$ cat config.mk
export PLATFORM = sky130hd
export DESIGN_NAME = flash_tick_div
export DESIGN_NICKNAME = d
export VERILOG_FILES = /design/src/rtl/flash_tick_pkg.sv /design/src/rtl/tdiv_regs.sv /design/src/rtl/tdiv_prescaler.sv /design/src/rtl/flash_tick_div.sv
export SDC_FILE = /design/constraint.sdc
export NUM_CORES = 1
export LEC_CHECK = 0
export BUFFER_PORTS_ARGS = -buffer_cell sky130_fd_sc_hd__buf_2
export CAP_MARGIN = 20
export CORE_MARGIN = 5
export CORE_UTILIZATION = 35
export DETAILED_ROUTE_END_ITERATION = 7
export SLEW_MARGIN = 20
export SYNTH_ARGS = -nofsm -noshare
export SYNTH_HDL_FRONTEND = slang
export SYNTH_HIERARCHICAL = 1
export SYNTH_SLANG_ARGS = --single-unit
$ cat constraint.sdc
create_clock -name clk -period 1.77 [get_ports clk]
set_input_delay 0.0885 -clock clk [delete_from_list [all_inputs] [get_ports clk]]
set_output_delay 0.0885 -clock clk [all_outputs]
set_load 0.05 [all_outputs]
$ cat src/rtl/flash_tick_pkg.sv
package flash_tick_pkg;
  parameter int unsigned TDIV_DIV_W = 6;

  typedef enum logic {
    ACCESS_USER  = 1'b0,
    ACCESS_DEBUG = 1'b1
  } access_mode_e;
endpackage

$ cat src/rtl/tdiv_regs.sv
module tdiv_regs #(
  parameter int unsigned DIV_W = flash_tick_pkg::TDIV_DIV_W,
  localparam int unsigned REG_W = DIV_W + 2,
  localparam int unsigned LOCK_BIT = DIV_W,
  localparam int unsigned LOAD_BIT = DIV_W + 1
) (
  input  logic             clk,
  input  logic             rst,
  input  logic             wr_en,
  input  logic [REG_W-1:0] wr_data,
  input  logic             dbg_mode,
  input  logic             cmd_done,
  output logic [REG_W-1:0] reg_q,
  output logic [DIV_W-1:0] div_q,
  output logic             reload
);
  import flash_tick_pkg::*;

  logic             loaded_q;
  logic             lock_q;
  logic             accept;
  logic             div_open;
  logic             nxt_lock;
  logic [DIV_W-1:0] nxt_div;
  access_mode_e     mode;

  always_comb begin
    mode     = dbg_mode ? ACCESS_DEBUG : ACCESS_USER;
    accept   = wr_en & cmd_done;
    div_open = (mode == ACCESS_DEBUG) | ~lock_q;
    if (mode == ACCESS_DEBUG) begin
      nxt_lock = wr_data[LOCK_BIT];
    end else begin
      nxt_lock = lock_q | wr_data[LOCK_BIT];
    end
    nxt_div = div_open ? wr_data[DIV_W-1:0] : div_q;
    reload  = accept && (nxt_div != div_q);
  end

  always_ff @(posedge clk) begin
    if (rst) begin
      loaded_q <= 1'b0;
      lock_q   <= 1'b0;
      div_q    <= '0;
    end else if (accept) begin
      loaded_q <= 1'b1;
      lock_q   <= nxt_lock;
      div_q    <= nxt_div;
    end
  end

  assign reg_q = {loaded_q, lock_q, div_q};
endmodule

$ cat src/rtl/tdiv_prescaler.sv
module tdiv_prescaler #(
  parameter int unsigned DIV_W = flash_tick_pkg::TDIV_DIV_W
) (
  input  logic             clk,
  input  logic             rst,
  input  logic [DIV_W-1:0] div_q,
  input  logic             reload,
  output logic             tick
);
  logic [DIV_W-1:0] cnt_q;
  logic             at_end;

  assign at_end = (cnt_q == div_q);

  always_ff @(posedge clk) begin
    if (rst || reload) begin
      cnt_q <= '0;
      tick  <= 1'b0;
    end else if (at_end) begin
      cnt_q <= '0;
      tick  <= 1'b1;
    end else begin
      cnt_q <= cnt_q + 1'b1;
      tick  <= 1'b0;
    end
  end
endmodule

$ cat src/rtl/flash_tick_div.sv
module flash_tick_div #(
  parameter int unsigned DIV_W = flash_tick_pkg::TDIV_DIV_W,
  localparam int unsigned REG_W = DIV_W + 2
) (
  input  logic             clk,
  input  logic             rst,
  input  logic             wr_en,
  input  logic [REG_W-1:0] wr_data,
  input  logic             dbg_mode,
  input  logic             cmd_done,
  output logic [REG_W-1:0] rd_data,
  output logic             tick
);
  logic [DIV_W-1:0] div_q;
  logic             reload;

  tdiv_regs #(.DIV_W(DIV_W)) u_regs (
    .clk      (clk),
    .rst      (rst),
    .wr_en    (wr_en),
    .wr_data  (wr_data),
    .dbg_mode (dbg_mode),
    .cmd_done (cmd_done),
    .reg_q    (rd_data),
    .div_q    (div_q),
    .reload   (reload)
  );

  tdiv_prescaler #(.DIV_W(DIV_W)) u_pre (
    .clk    (clk),
    .rst    (rst),
    .div_q  (div_q),
    .reload (reload),
    .tick   (tick)
  );
endmodule

==> results.md <==
- Skew final: 5.569 ps
- GR Util met2: 16.75%
- Post-synthesis cell type count: 26
- Routed wire length: 1687 um
- Final hold vios: 0
- 1st-iter DRT viols: 8
- Yosys top cell area share: 36.47%
- Core area: 2233 um^2
- CTS tree: yes
- Most frequent cells in the layout: 20 x buf_2, 15 x dfxtp_1, 13 x xor2_1, 11 x nand3_1, 9 x a21oi_1
- Tmin final: 1550 ps
- Mapped cell area: 823.3 um^2
- Die ar.: 3422 um^2
- GR peak layer: met2
- Place WS: 182.6 ps
- Fillers: 243
- Largest net degree at the start of global routing: 13
- Status: finished, final reports clean
- # nets final: 121
- Worst Hold Class: primary input to flop
- Maxcap violations: 0
- Clk_lat worst skew: 270 ps
- Most common cell after layout, fill and taps aside: buf_2
- Worst hold margin: 73.94 ps
- Arrival time at the worst endpoint: 1750 ps
- Layout Cells excl Fill: 134
- M3 GR Usage: 2.851%
- Critical path type: flop to flop
- CTS sink count: 15
- GPL Wtd Cong: 0.7552
- DR DRC count: 0
- Area Overhead vs Synth: 12.01%
- DIE HEIGHT: 58.50 um
- Pre-antenna DRT Iters: 4
- Routed len/inst: 12.59 um
- Tot Pwr: 0.7258 mW
- Worst Tran Pin Value: 492.3 ps
- # hold bufs at CTS: 0
- Synthesized instance count: 91
- Starting Density: 36.86%
- Area after DPL: 893.4 um^2
- Seq/Total Area, Yosys: 36.47%
- Layout cells sized above 1: 29.25%
- Relative slew slack: 67.06%
- Period utilization: 87.55%
- Predominant post-synthesis flop cell: dfxtp_1
- CP max stage cell: dfxtp_1
- CP endpoint kind: flop
- Startpoint types: flop
- Max Clock Freq: 645.3 MHz
- Fin util: 41.29%
- # rows: 17
- CP Max Fanout: 4
- Synth Register Bits: 15
- Clock Path Buffers: 2
- CP required: 1970 ps
- Grt met1 use: 13.79%
- GRT Total Usage: 10.76%
- CTS Buf Count: 3
- RSZ-0062 raised after global routing: false
- Lkg Pwr: 0.4245 nW
- Vias in the first global route: 654
- Yosys top cell by area: dfxtp_1
- Syn. warnings: 6
- Final setup margin: 220.3 ps
- Cell count after placement: 130
- Final setup fails: 0
- Port Buf Inserts: 20
- Cells along the critical path: xor2_1, nor4_2, a31oi_1, nor2_2, o2111ai_1, a21oi_1
- Vias per inst: 5.052
- Avg Inst Size Synth: 9.047 um^2
- H-tree lvl count: 1
- Clock Pin Slew Worst Setup and Hold Paths: 80 ps
- Post-synth EDFFs: 0
- Ys async rst share: 0%
- PD cells: 787.1 nW/um^2
- Ant. Diodes: 0
- Post-route ant nets: 0
- Design area: 922.1 um^2
- Initial antenna violation count: 0
- Clock Tree Root: clkbuf_4
- Vias: 677
- Area contributors post-synth: dfxtp_1 36%, xor2_1 14%, buf_4 7.3%, nand3_1 6.7%, a21oi_1 5.5%
- TNS Setup: 0 ps
- VDD IR max: 0.3407 mV
- Max-slew violation count: 0
- Die width: 58.50 um
- First-pass GRT wire length: 2829 um
- Grt total ovfl: 0
- Slowest stage delay, CP: 360 ps
- IO Pins: 22
- Syn nets: 105
-- cell type report --
| class | count | area, um^2 | area share [%] |
|---|---|---|---|
| multi-input cells | 65 | 445.4 | 48.30 |
| flip-flops and latches | 15 | 300.3 | 32.56 |
| repair buffers | 22 | 115.1 | 12.48 |
| well taps | 28 | 35.03 | 3.799 |
| clock buffers | 4 | 26.28 | 2.849 |
-- cell families after synthesis --
group	Yosys count	synth area share (%)
buf+inv	11	9.726
simple gates	26	18.24
flops	15	36.47
fa+ha+maj	1	1.520
xor+xnor	15	15.96
compound gates	23	18.09
-- registers in the layout, indices dropped and copies added, names as in the netlist --
| name | cells |
|---|---|
| u_regs/lock_q | 1 |
| u_regs/loaded_q | 1 |
| u_pre/tick | 1 |
| u_pre/cnt_q | 6 |
| u_regs/div_q | 6 |
-- power breakdown --
part           switching, mW  internal (mW)  leakage [nW]  total [mW]
Sequential            0.0197          0.355         0.122       0.375
Combinational          0.110         0.0564         0.287       0.167
Clock                 0.0974         0.0872        0.0150       0.185
-- timing repair --
item,in CTS,in global routing
endpoints found under the setup margin,0,1
setup buffers,0,0
endpoints found under the hold margin,0,0
resized for setup,0,1
-- worst max-delay path, delay by kind of cell (launching register included) --
family                    cells  cell delay [ps]
and+or+nand+nor               2              490
xor gates and xnor gates      1              180
AOI/OAI and AO/OA             3              460
DFF                           1              360
-- synthesized netlist by cell type (all sizes together) (2+ instances only) --
master and instances:
nand2 4, nand3 11, nor4 2, xor2 13, nor2 5, dfxtp 15, buf 10, a2111oi 3
xnor2 2, o21ai 6, a21oi 9
-- path summary, 6_finish.rpt --
path                        start              end  slack (ps)  cells after the start
hold / removal         wr_data[6]    u_regs/lock_q          70                      3
setup / recovery  u_regs/div_q[0]   u_pre/cnt_q[5]         220                      6
setup reg to reg  u_regs/div_q[0]   u_pre/cnt_q[5]         220                      6
hold reg to reg   u_regs/loaded_q  u_regs/loaded_q         470                      2
-- routing by layer --
| metal | wire length [um] | share of wire, % | up-vias |
|---|---|---|---|
| li1 | - | - | 347 |
| met1 | 778 | 46 | 315 |
| met2 | 815 | 48 | 13 |
| met3 | 77 | 4.6 | 2 |
| met4 | 14 | 0.83 | 0 |
| met5 | 0 | 0 | - |
Power figures use the tool's default switching activity.
